[config.mk]
export PLATFORM = sky130hd
export DESIGN_NAME = pwrseq_top
export DESIGN_NICKNAME = d
export VERILOG_FILES = /design/src/rtl/pwrseq_pkg.sv /design/src/rtl/pwrseq_timer.sv /design/src/rtl/pwrseq_otp.sv /design/src/rtl/pwrseq_irq.sv /design/src/rtl/pwrseq_top.sv
export SDC_FILE = /design/constraint.sdc
export NUM_CORES = 1
export LEC_CHECK = 0
export BUFFER_PORTS_ARGS = -buffer_cell sky130_fd_sc_hd__buf_2
export CORE_UTILIZATION = 30
export DETAILED_ROUTE_END_ITERATION = 16
export PLACE_DENSITY = 0.56
export RECOVER_POWER = 50
export SKIP_CTS_REPAIR_TIMING = 1
export SLEW_MARGIN = 20
export SYNTH_ARGS = -nofsm -noshare
export SYNTH_HDL_FRONTEND = slang
export SYNTH_SLANG_ARGS = --single-unit
[constraint.sdc]
create_clock -name clk -period 4.27 [get_ports clk]
set_clock_uncertainty 0.1 [all_clocks]
set_input_delay 0.2135 -clock clk [delete_from_list [all_inputs] [get_ports clk]]
set_output_delay 0.2135 -clock clk [all_outputs]
set_load 0.02 [all_outputs]
[src/rtl/pwrseq_pkg.sv]
`timescale 1ns/1ps
// Package: shared state encoding for the power-up sequencer.
package pwrseq_pkg;
    typedef enum logic [2:0] {
        ST_IDLE    = 3'd0,
        ST_DCDC    = 3'd1,
        ST_LDO1    = 3'd2,
        ST_RSTWAIT = 3'd3,
        ST_WINDOW  = 3'd4,
        ST_STANDBY = 3'd5,
        ST_NORMAL  = 3'd6,
        ST_SLEEP   = 3'd7
    } seq_state_t;
endpackage

[src/rtl/pwrseq_timer.sv]
`timescale 1ns/1ps
// Module: loadable down-counter shared by the reset timeout and the watchdog
// window. Assumes load_val_i is the length minus one; done_o is high while the
// count sits at zero.
module pwrseq_timer #(
    parameter int W = 5
) (
    input  logic         clk,
    input  logic         rst_n,
    input  logic         load_i,
    input  logic [W-1:0] load_val_i,
    output logic         done_o
);
    logic [W-1:0] cnt_q;

    // Load on request, otherwise count down to zero and hold.
    always_ff @(posedge clk) begin
        if (!rst_n)
            cnt_q <= '0;
        else if (load_i)
            cnt_q <= load_val_i;
        else if (cnt_q != '0)
            cnt_q <= cnt_q - 1'b1;
    end

    assign done_o = (cnt_q == '0);
endmodule

[src/rtl/pwrseq_otp.sv]
`timescale 1ns/1ps
// Module: OTP strobe generator. After start_i it waits one cycle, drives the
// active-low power-on pulse for PULSE cycles, leaves GAP idle cycles, then
// gives a one-cycle load strobe. abort_i cancels a running sequence.
module pwrseq_otp #(
    parameter int PULSE = 4,
    parameter int GAP   = 2
) (
    input  logic clk,
    input  logic rst_n,
    input  logic start_i,
    input  logic abort_i,
    output logic por_n_o,
    output logic load_o
);
    localparam int LAST = PULSE + GAP + 1;
    localparam int CW   = $clog2(LAST + 1);
    localparam logic [CW-1:0] LAST_C  = CW'(LAST);
    localparam logic [CW-1:0] PULSE_C = CW'(PULSE);

    logic          active_q;
    logic [CW-1:0] cnt_q;

    // Phase counter: runs from 0 to LAST once per start.
    always_ff @(posedge clk) begin
        if (!rst_n || abort_i) begin
            active_q <= 1'b0;
            cnt_q    <= '0;
        end else if (start_i) begin
            active_q <= 1'b1;
            cnt_q    <= '0;
        end else if (active_q) begin
            if (cnt_q == LAST_C)
                active_q <= 1'b0;
            else
                cnt_q <= cnt_q + 1'b1;
        end
    end

    assign por_n_o = !(active_q && (cnt_q != '0) && (cnt_q <= PULSE_C));
    assign load_o  = active_q && (cnt_q == LAST_C);
endmodule

[src/rtl/pwrseq_irq.sv]
`timescale 1ns/1ps
// Module: rails-ready detector. While armed, flags the first cycle in which
// both power-ok inputs are high; seen_o stays high until disarmed.
module pwrseq_irq (
    input  logic clk,
    input  logic rst_n,
    input  logic arm_i,
    input  logic ok_a_i,
    input  logic ok_b_i,
    output logic irq_o,
    output logic seen_o
);
    logic seen_q;
    logic both_ok;

    assign both_ok = ok_a_i && ok_b_i;

    // Remember that the rails came up; forget when disarmed.
    always_ff @(posedge clk) begin
        if (!rst_n || !arm_i)
            seen_q <= 1'b0;
        else if (both_ok)
            seen_q <= 1'b1;
    end

    assign irq_o  = arm_i && both_ok && !seen_q;
    assign seen_o = seen_q;
endmodule

[src/rtl/pwrseq_top.sv]
`timescale 1ns/1ps
// Module: power-up sequencer top. Orders the rail enables, releases LDO1 reset,
// starts OTP loading, times the microcontroller reset and runs the startup
// watchdog with a limited number of retries. Assumes the power flags are
// synchronous to clk.
module pwrseq_top #(
    parameter int RST_TIMEOUT = 16,
    parameter int WDG_WINDOW  = 24,
    parameter int MISS_LIMIT  = 3,
    parameter int OTP_PULSE   = 4,
    parameter int OTP_GAP     = 2
) (
    input  logic clk,
    input  logic rst_n,
    input  logic dcdc_pg_i,
    input  logic ldo1_pok_i,
    input  logic ldo2_pok_i,
    input  logic ldo3_pok_i,
    input  logic mcu_trig_i,
    input  logic normal_cmd_i,
    output logic dcdc_en_o,
    output logic ldo1_en_o,
    output logic ldo2_en_o,
    output logic ldo3_en_o,
    output logic ldo1_rst_o,
    output logic otp_por_n_o,
    output logic otp_load_o,
    output logic mcu_rst_n_o,
    output logic standby_req_o,
    output logic sleep_req_o,
    output logic rails_irq_o
);
    import pwrseq_pkg::*;

    localparam int TMAX = (RST_TIMEOUT > WDG_WINDOW) ? RST_TIMEOUT : WDG_WINDOW;
    localparam int TW   = $clog2(TMAX + 1);
    localparam int MW   = $clog2(MISS_LIMIT + 1);
    localparam logic [TW-1:0] RST_LOAD  = TW'(RST_TIMEOUT - 1);
    localparam logic [TW-1:0] WIN_LOAD  = TW'(WDG_WINDOW - 1);
    localparam logic [MW-1:0] MISS_LAST = MW'(MISS_LIMIT - 1);

    seq_state_t    state_q, state_d;
    logic [MW-1:0] miss_q;
    logic          tmr_done, tmr_load;
    logic [TW-1:0] tmr_val;
    logic          rails_seen;
    logic          fault;
    logic          ldo1_on, ldo1_good;
    logic          win_miss;

    // Stage groupings used by the fault check and the outputs.
    assign ldo1_on   = (state_q != ST_IDLE) && (state_q != ST_DCDC);
    assign ldo1_good = ldo1_on && (state_q != ST_LDO1);

    // Fault: an enabled stage that had become good has lost its flag.
    assign fault = (ldo1_on && !dcdc_pg_i)
                || (ldo1_good && !ldo1_pok_i)
                || ((state_q == ST_NORMAL) && rails_seen && !(ldo2_pok_i && ldo3_pok_i));

    assign win_miss = (state_q == ST_WINDOW) && tmr_done && !mcu_trig_i;

    // Next-state selection for the sequence.
    always_comb begin
        state_d = state_q;
        if (fault) begin
            state_d = ST_IDLE;
        end else begin
            case (state_q)
                ST_IDLE:    state_d = ST_DCDC;
                ST_DCDC:    if (dcdc_pg_i) state_d = ST_LDO1;
                ST_LDO1:    if (ldo1_pok_i) state_d = ST_RSTWAIT;
                ST_RSTWAIT: if (tmr_done) state_d = ST_WINDOW;
                ST_WINDOW: begin
                    if (mcu_trig_i)
                        state_d = ST_STANDBY;
                    else if (tmr_done)
                        state_d = (miss_q == MISS_LAST) ? ST_SLEEP : ST_RSTWAIT;
                end
                ST_STANDBY: if (normal_cmd_i) state_d = ST_NORMAL;
                default:    state_d = state_q;
            endcase
        end
    end

    // State register.
    always_ff @(posedge clk) begin
        if (!rst_n)
            state_q <= ST_IDLE;
        else
            state_q <= state_d;
    end

    // Consecutive-miss counter, cleared on a trigger or in the initial state.
    always_ff @(posedge clk) begin
        if (!rst_n || state_q == ST_IDLE)
            miss_q <= '0;
        else if (state_q == ST_WINDOW && mcu_trig_i)
            miss_q <= '0;
        else if (win_miss && !fault)
            miss_q <= miss_q + 1'b1;
    end

    // Timer reload on entering a timed state.
    assign tmr_load = (state_d != state_q)
                   && (state_d == ST_RSTWAIT || state_d == ST_WINDOW);
    assign tmr_val  = (state_d == ST_WINDOW) ? WIN_LOAD : RST_LOAD;

    pwrseq_timer #(.W(TW)) u_timer (
        .clk        (clk),
        .rst_n      (rst_n),
        .load_i     (tmr_load),
        .load_val_i (tmr_val),
        .done_o     (tmr_done)
    );

    pwrseq_otp #(.PULSE(OTP_PULSE), .GAP(OTP_GAP)) u_otp (
        .clk     (clk),
        .rst_n   (rst_n),
        .start_i ((state_q == ST_LDO1) && (state_d == ST_RSTWAIT)),
        .abort_i (fault),
        .por_n_o (otp_por_n_o),
        .load_o  (otp_load_o)
    );

    pwrseq_irq u_irq (
        .clk    (clk),
        .rst_n  (rst_n),
        .arm_i  (state_q == ST_NORMAL),
        .ok_a_i (ldo2_pok_i),
        .ok_b_i (ldo3_pok_i),
        .irq_o  (rails_irq_o),
        .seen_o (rails_seen)
    );

    // Output decode from the state register.
    assign dcdc_en_o     = (state_q != ST_IDLE);
    assign ldo1_en_o     = ldo1_on;
    assign ldo1_rst_o    = ldo1_good;
    assign ldo2_en_o     = (state_q == ST_NORMAL);
    assign ldo3_en_o     = (state_q == ST_NORMAL);
    assign mcu_rst_n_o   = (state_q == ST_WINDOW) || (state_q == ST_STANDBY)
                        || (state_q == ST_NORMAL);
    assign standby_req_o = (state_q == ST_STANDBY);
    assign sleep_req_o   = (state_q == ST_SLEEP);
endmodule

==> results of run 1 <==
## cell type report
type	instances	area share
multi-input cells	112	0.592
flip-flops and latches	15	0.239
repair buffers	18	0.0626
well taps	46	0.0457
clock buffers	3	0.0328
inverters	8	0.0239
clock inverters	1	0.00398
## synth_stat cells, types with 2 or more instances
master | instances | area share
or2_2 | 2 | 0.011
dfxtp_1 | 15 | 0.27
a21o_1 | 2 | 0.013
or3_1 | 3 | 0.017
xor2_1 | 2 | 0.016
nor2_1 | 18 | 0.061
clkbuf_1 | 5 | 0.017
and3_1 | 2 | 0.011
nor2b_1 | 4 | 0.022
nand2b_1 | 5 | 0.028
and2_1 | 4 | 0.022
inv_1 | 8 | 0.027
o31ai_1 | 2 | 0.013
xnor2_1 | 4 | 0.031
ha_1 | 6 | 0.067
nand2_1 | 15 | 0.051
nor3_1 | 4 | 0.018
o21ai_0 | 5 | 0.022
a21oi_1 | 7 | 0.031
mux2i_1 | 2 | 0.018
o21a_1 | 2 | 0.013
## per-stage QoR
| step | power, mW | setup slack, ns | hold WS [ns] |
|---|---|---|---|
| final | 0.747 | 1.70 | 0.194 |
| after global routing | 0.812 | 1.52 | 0.195 |
| after CTS | 0.756 | 1.70 | 0.188 |
| after detailed placement | 0.632 | 1.72 | 0.398 |
| after global placement | 0.622 | 1.78 | 0.388 |
| after floorplan | 0.559 | 1.92 | 0.249 |
## power by group through the flow
| stage | Combinational [mW] | Clock, mW | Sequential [mW] |
|---|---|---|---|
| floorplan | 0.363 | 0 | 0.196 |
| global placement | 0.395 | 0 | 0.227 |
| detailed placement | 0.404 | 0 | 0.228 |
| CTS | 0.408 | 0.123 | 0.225 |
| global route | 0.446 | 0.132 | 0.234 |
| finish | 0.404 | 0.117 | 0.226 |
## flip-flops by register name (all words and copies together) (netlist names)
| register | flops |
|---|---|
| u_otp.active_q | 1 |
| u_timer.cnt_q | 5 |
| state_q | 3 |
| miss_q | 2 |
| u_irq.seen_o | 1 |
| u_otp.cnt_q | 3 |
## cells by family after synthesis
kind of cell    Yosys count  synth area share
simple gates             65             0.303
compound gates           33             0.234
buf+inv                  15            0.0607
flops                    15             0.270
xor+xnor                  6            0.0472
fa+ha+maj                 6            0.0674
mux                       2            0.0180
## routing by layer
| layer | wire (um) | vias up | GRT usage |
|---|---|---|---|
| met1 | 1160 | 467 | 0.171 |
| met4 | 26 | 0 | 0.0785 |
| met5 | 0 | - | 0 |
| li1 | - | 530 | - |
| met3 | 89 | 2 | 0.0164 |
| met2 | 1190 | 22 | 0.218 |
## worst max-delay path by stage
stage | slack [ns] | depth (start not counted) | endpoint | start
detailed placement | 1.72 | 8 | u_timer.cnt_q[4] | u_timer.cnt_q[0]
global route | 1.52 | 8 | u_otp.cnt_q[0] | u_timer.cnt_q[0]
finish | 1.70 | 8 | u_timer.cnt_q[3] | u_timer.cnt_q[0]
CTS | 1.70 | 8 | u_timer.cnt_q[3] | u_timer.cnt_q[0]
floorplan | 1.92 | 9 | u_timer.cnt_q[4] | u_timer.cnt_q[0]
global placement | 1.78 | 8 | u_otp.cnt_q[2] | u_timer.cnt_q[0]
## worst reg2reg max path, delay by kind of cell, from the launching register on
kind                       cells  cell delay [ns]
adders and majority gates      1             0.19
buffers and inverters          1             0.10
and+or+nand+nor                3             0.99
AOI/OAI and AO/OA              3             0.81
DFF                            1             0.31
==> flow_summary.json, run 1 <==
{
  "status": "completed",
  "fill_cells": 369,
  "worst_pin_slew_ns": 0.625,
  "synth_area_mm2": 0.00111,
  "worstPathRequired_ns": 4.34,
  "dp_hpwl_um": 1900,
  "syn_avg_cell_area_um2": 7.84,
  "setup_tns_ns": 0,
  "drc": 0,
  "hold_viol_final": 0,
  "routed_wl_um": 2460,
  "maxSlewHeadroom": 0.577,
  "tritoncts": "yes",
  "synthCells": 142,
  "cp_top_family": "simple AND/OR/NAND/NOR gates",
  "r2r_cells": 8,
  "slowest_delay_ns": 0.61,
  "multi_input_area_um2": 746,
  "wl_per_cell_um": 12.1,
  "critPathCaptureType": "register",
  "final-seq-area_um2": 300,
  "rows": 21,
  "cts.clk_slew.worst_paths_ns": 0.06,
  "rsz0062_at_grt": "no",
  "fin_util": 0.366,
  "p_comb_frac": 0.541,
  "async_reset_ff_frac": 0,
  "drtIter0Drc": 57,
  "powerDensity_mw_per_mm2": 593,
  "die_width_um": 62.9,
  "pin_count": 19,
  "final_area_mm2": 0.00126,
  "maxSlewViolCount": 0,
  "r2r_slack_ns": 1.70,
  "p_leak_nw": 0.518,
  "syn_to_final_growth_pct": 13.0,
  "numCtsBuffers": 3,
  "rr_endpoint": "u_timer.cnt_q[3]",
  "syn_nets": 156,
  "intPower_mw": 0.406,
  "ir_drop_v": 0.000159,
  "mostFrequentLayoutCells": "nor2_1, nand2_1, dfxtp_1",
  "yosysWarnings": 0,
  "hp-start": "rst_n",
  "cp_max_fo": 10,
  "maxClockFrequency_mhz": 388,
  "drt-vias-per-instance": 5.03,
  "grt_pass1_wl_um": 4260,
  "startpoint_type": "register",
  "synth_ff_type": "dfxtp_1",
  "seqPwrFrac": 0.303,
  "portBuffers": 18,
  "synth_edf_count": 0,
  "yosys.cell_types.count": 46,
  "grt_max_degree": 22,
  "die_area_mm2": 0.00396,
  "gr-total-overflow": 0,
  "clockBufferDepth": 2,
  "finalCritPeriodShare": 0.603,
  "numClockSinks": 15,
  "worstHoldEndpoint": "u_irq.seen_o",
  "path_cells": "inv_1 > ha_1 > or4b_1 > o21ai_0 > o221ai_1 > nor3_2 > nand2_1 > a32oi_1",
  "sw_frac_of_total": 0.456,
  "antenna_left": 0,
  "ys_seq_area_frac": 0.270,
  "period_needed_ns": 2.57,
  "diodes": 0,
  "die_h_um": 62.9,
  "cts_root_buffer": "clkbuf_8",
  "final_common_cell": "nor2_1",
  "first_pass_iters": 4,
  "min_path_cells": 3,
  "crit_type": "register to register",
  "p_switching_mw": 0.340,
  "arrival_ns": 2.64,
  "final_nets": 172,
  "placed_cell_area_mm2": 0.00122,
  "via_count": 1021,
  "setup_viol": 0,
  "grt_pass1_vias": 968,
  "timing.rr.start": "u_timer.cnt_q[0]",
  "crit_slowest_cell": "or4b_1",
  "clkPwrFrac": 0.157,
  "gp_congestion": 0.820,
  "stdcell_count": 203,
  "clock_latency_ns": 0.25,
  "dp_cells": 199,
  "h-tree-depth": 1,
  "drv_cap": 0,
  "core_area_mm2": 0.00344,
  "hp-class": "input pin to register",
  "drive_gt1_frac": 0.127,
  "crit_buf_inv": 1,
  "track_usage": 0.135,
  "antenna_found_initial": 0,
  "start_util": 0.324,
  "ys_ff_latch": 15
}
Note: power is estimated with default switching activity, not from simulation.
==> inputs of run 2 (changes only) <==
Settings changed: ABC_AREA from default to 1, PLACE_DENSITY 0.56 to 0.57.
Clock period 4.27 ns to 2.3 ns, I/O delays scaled along.
==> flow_summary.json, run 2 <==
{
  "grt_busiest_layer": "met2",
  "grt_pass1_vias": 954,
  "routed_wl_um": 2260,
  "first_pass_iters": 4,
  "drtIter0Drc": 21,
  "largest_register": "u_timer.cnt_q",
  "core_area_mm2": 0.00377,
  "grt_use_met3": 0.0104,
  "track_usage": 0.121,
  "wl_per_cell_um": 9.44,
  "hold_viol_final": 0,
  "cts.clk_slew.worst_paths_ns": 0.06,
  "startpoint_type": "register",
  "synth_common_cells": "nand2_1, inv_1, dfxtp_1, nor2_1, nand3_1",
  "syn_nets": 184,
  "gp_congestion": 0.795,
  "pin_count": 19,
  "h-tree-depth": 1,
  "final_common_cell": "nand2_1",
  "antenna_left": 0,
  "yosys.cell_types.count": 30,
  "worst_pin_slew_ns": 0.322,
  "numClockSinks": 15,
  "critPathMostFrequentCell": "inv_1",
  "syn_to_final_growth_pct": 14.2,
  "crit_slowest_cell": "dfxtp_1",
  "yosysTopAreaCell": "dfxtp_1",
  "use_met1": 0.166,
  "crit_type": "register to register",
  "synth_area_leaders": "dfxtp_1, nand2_1, inv_1",
  "cp_max_fo": 6,
  "hold_slack_ns": 0.00440,
  "mostFrequentLayoutCells": "nand2_1, inv_1, nor2_1",
  "hp-class": "input pin to register",
  "yosysWarnings": 0,
  "grt_max_degree": 11,
  "maxSlewHeadroom": 0.785,
  "path_cells": "inv_1 > ha_1 > inv_1 > nor2_1 > nand2_1 > o21ai_0 > inv_1 > nand2_2 > nand2_4 > inv_2 > nand3_1 > o21ai_2 > nand2_2 > nand2_1 > nand2_1 > inv_1 > nor2_2",
  "start_util": 0.320,
  "synth_ff_type": "dfxtp_1",
  "clockBufferDepth": 2,
  "drive_gt1_frac": 0.236,
  "via_count": 1062,
  "ir_drop_v": 0.000494,
  "worstPathRequired_ns": 2.34,
  "largest_reg_flops": 5,
  "rsz0062_at_grt": "no",
  "setup_viol": 0,
  "numCtsBuffers": 3,
  "portBuffers": 18,
  "die_area_mm2": 0.00428,
  "antenna_found_initial": 0,
  "drc": 0,
  "drt-vias-per-instance": 4.44,
  "powerDensity_mw_per_mm2": 1060,
  "rows": 22,
  "syn_avg_cell_area_um2": 7.10,
  "die_width_um": 65.4,
  "async_reset_ff_frac": 0,
  "synth_top_area_share": 0.249,
  "grt_use_met2": 0.193,
  "gr-total-overflow": 0,
  "drv_cap": 0,
  "slowest_delay_ns": 0.30,
  "maxClockFrequency_mhz": 492,
  "die_h_um": 65.4,
  "final_nets": 206,
  "finalCritPeriodShare": 0.884,
  "yosysMostFrequentCell": "nand2_1",
  "dp_hpwl_um": 1840,
  "maxSlewViolCount": 0,
  "arrival_ns": 2.08,
  "clock_latency_ns": 0.24,
  "period_needed_ns": 2.03,
  "synthCells": 170,
  "ys_ff_latch": 15,
  "synth_area_mm2": 0.00121,
  "p_leak_nw": 0.705,
  "synth_edf_count": 0,
  "setup_tns_ns": 0,
  "ys_seq_area_frac": 0.249,
  "status": "completed",
  "grt_pass1_wl_um": 4110,
  "tritoncts": "yes",
  "diodes": 0,
  "critPathCaptureType": "register",
  "top_regs": "u_timer.cnt_q: 5 flops, state_q: 3 flops, u_otp.cnt_q: 3 flops",
  "cts_root_buffer": "clkbuf_8"
}
run 2: changes by cell type in the layout (fill, tap and decap cells not counted), moves of 4 or more:
cell,delta
inv_1,+17
nand3_1,+10
nand2_2,+7
nor2b_1,-4
nand2b_1,-5
nand2_1,+19
run 2: metrics by stage:
stage / instance area, um^2 / power, mW / util / worst slack (ns) / instances
finish: 1380 / 1.46 / 0.365 / 0.266 / 239
global route: 1380 / 1.62 / 0.365 / 0.00687 / 239
CTS: 1400 / 1.49 / 0.370 / 0.257 / 239
detailed placement: 1350 / 1.27 / 0.358 / 0.277 / 235
global placement: 1350 / 1.28 / 0.358 / 0.308 / 235
floorplan: 1210 / 1.09 / - / 0.478 / 170
run 2: worst max-delay path, delay by kind of cell, from the launching register on:
kind	cells	cell delay, ns
buffers and inverters	5	0.35
AND/OR/NAND/NOR	9	0.76
flip-flops	1	0.30
adder cells (fa/ha/maj)	1	0.18
AO/OA/AOI/OAI	2	0.24
run 2: where the power goes:
group	switching, mW	internal [mW]	leakage, nW
registers	0.0496	0.316	0.123
clock network	0.0910	0.122	0.0228
logic	0.558	0.323	0.560
total	0.699	0.762	0.705
run 2: worst paths after layout:
check        cells after the start                to  slack [ns]             start
min reg2reg                      1         miss_q[0]        0.35         miss_q[0]
max reg2reg                     17  u_timer.cnt_q[3]        0.27  u_timer.cnt_q[0]
min                              3  u_timer.cnt_q[2]       0.004             rst_n
max                             17  u_timer.cnt_q[3]        0.27  u_timer.cnt_q[0]
run 2: layout make-up:
cell class | count | area [um^2]
sequential | 15 | 300
tap | 48 | 60.1
fill | 418 | 2390
multi-input combinational | 121 | 737
clock buffer | 4 | 45.0
timing repair buffer | 21 | 118
inverter | 30 | 118
run 2: per-layer routing:
layer  wire length (um)  vias to the layer above
met5                  0                        -
met4                 19                        0
met3                 44                        2
met2               1040                       15
met1               1150                      468
li1                   -                      577
run 2: cells by family (layout without fill, tap and decap cells):
family | count (synthesis) | after routing | synth area share
and+or+nand+nor | 88 | 88 | 0.416
buffers and inverters | 34 | 55 | 0.132
AOI/OAI and AO/OA | 22 | 22 | 0.105
DFF | 15 | 15 | 0.249
adders and majority gates | 6 | 6 | 0.0622
xor gates and xnor gates | 5 | 5 | 0.0363
==> inputs of run 3 (changes only) <==
==> constraint.sdc (replaced) <==
create_clock -name clk -period 2.3 [get_ports clk]
set_clock_uncertainty 0.1 [all_clocks]
set_input_delay 0.69 -clock clk [delete_from_list [all_inputs] [get_ports clk]]
set_output_delay 0.69 -clock clk [all_outputs]
set_load 0.02 [all_outputs]
==> flow_summary.json, run 3 (synthesis gave the netlist of run 2 again) <==
{
  "status": "completed",
  "via_count": 1065,
  "routed_wl_um": 2260,
  "cp_max_fo": 8,
  "syn_to_final_growth_pct": 13.6,
  "drive_gt1_frac": 0.241,
  "tritoncts": "yes",
  "rsz0062_at_grt": "no",
  "final_common_cell": "nand2_1",
  "maxSlewHeadroom": 0.777,
  "grt_pass1_vias": 967,
  "gp_congestion": 0.882,
  "hp-class": "register to register",
  "maxClockFrequency_mhz": 465,
  "pin_count": 19,
  "clockBufferDepth": 2,
  "antenna_left": 0,
  "ir_drop_v": 0.000454,
  "fill_cells": 401,
  "h-tree-depth": 1,
  "drv_cap": 0,
  "startpoint_type": "register",
  "hold_slack_ns": 0.345,
  "power_mw": 1.44,
  "powerDensity_mw_per_mm2": 1050,
  "diodes": 0,
  "crit_type": "register to output port",
  "numCtsBuffers": 3,
  "fin_ws_ns": 0.150,
  "first_pass_iters": 5,
  "rows": 22,
  "worstPathRequired_ns": 1.51,
  "mostFrequentLayoutCells": "nand2_1, inv_1, nor2_1, dfxtp_1, buf_2",
  "die_width_um": 65.4,
  "cts_root_buffer": "clkbuf_8",
  "core_area_mm2": 0.00377,
  "largest_register": "u_timer.cnt_q",
  "period_needed_ns": 2.15,
  "worst_pin_slew_ns": 0.333,
  "start_util": 0.320,
  "die_area_mm2": 0.00428,
  "setup_tns_ns": 0,
  "gr-total-overflow": 0,
  "grt_max_degree": 9,
  "drtIter0Drc": 17,
  "dpl_worst_slack_ns": 0.261,
  "portBuffers": 18,
  "largest_reg_flops": 5,
  "final_nets": 206,
  "dp_hpwl_um": 1860,
  "cts.clk_slew.worst_paths_ns": 0.06,
  "top_regs": "u_timer.cnt_q: 5 flops, state_q: 3 flops, u_otp.cnt_q: 3 flops",
  "p_leak_nw": 0.700,
  "finalCritPeriodShare": 0.935,
  "die_h_um": 65.4,
  "numClockSinks": 15,
  "critPathCaptureType": "output port",
  "setup_viol": 0,
  "grt_pass1_wl_um": 4000,
  "antenna_found_initial": 0,
  "drc": 0,
  "clock_latency_ns": 0.25,
  "wl_per_cell_um": 9.44,
  "hold_viol_final": 0,
  "arrival_ns": 1.36,
  "track_usage": 0.120,
  "maxSlewViolCount": 0,
  "drt-vias-per-instance": 4.46
}
==> run 3: worst paths after layout <==
path	to	startpoint	slack, ns	cells past startpoint
max reg2reg	u_timer.cnt_q[4]	u_timer.cnt_q[0]	0.25	15
min reg2reg	miss_q[0]	miss_q[0]	0.34	1
max	dcdc_en_o	state_q[1]	0.15	6
min	miss_q[0]	miss_q[0]	0.34	1
==> run 3: critical path: stages, from the launching register on <==
cell	delay (ns)
dfxtp_1	0.36
buf_4	0.20
nor2_4	0.15
inv_2	0.07
nor2_1	0.12
inv_1	0.05
buf_2	0.15
==> run 3: power by group <==
part           leakage (nW)  switching (mW)  total (mW)  internal, mW
registers             0.123          0.0600       0.377         0.316
logic                 0.555           0.545       0.851         0.307
clock network        0.0228          0.0939       0.217         0.123
==> run 3: layout make-up <==
cell class                 count  area, um^2  share of cell area
clock buffer                   4        45.0              0.0329
sequential                    15         300               0.219
tap                           48        60.1              0.0438
multi-input combinational    121         742               0.542
inverter                      30         118              0.0858
timing repair buffer          21         105              0.0767
==> run 3: metrics by stage <==
| step | area, um^2 | utilization | cells |
|---|---|---|---|
| after global routing | 1370 | 0.363 | 239 |
| after CTS | 1380 | 0.367 | 239 |
| final | 1370 | 0.363 | 239 |
| after global placement | 1340 | 0.355 | 235 |
| after detailed placement | 1340 | 0.355 | 235 |
| after floorplan | 1210 | - | 170 |
==> run 3: metal layers <==
layer / global-route usage / part of all wire / vias to the layer above
li1: - / - / 576
met1: 0.146 / 0.49 / 464
met2: 0.207 / 0.47 / 21
met3: 0.0104 / 0.024 / 4
met4: 0.0652 / 0.022 / 0
met5: 0 / 0 / -
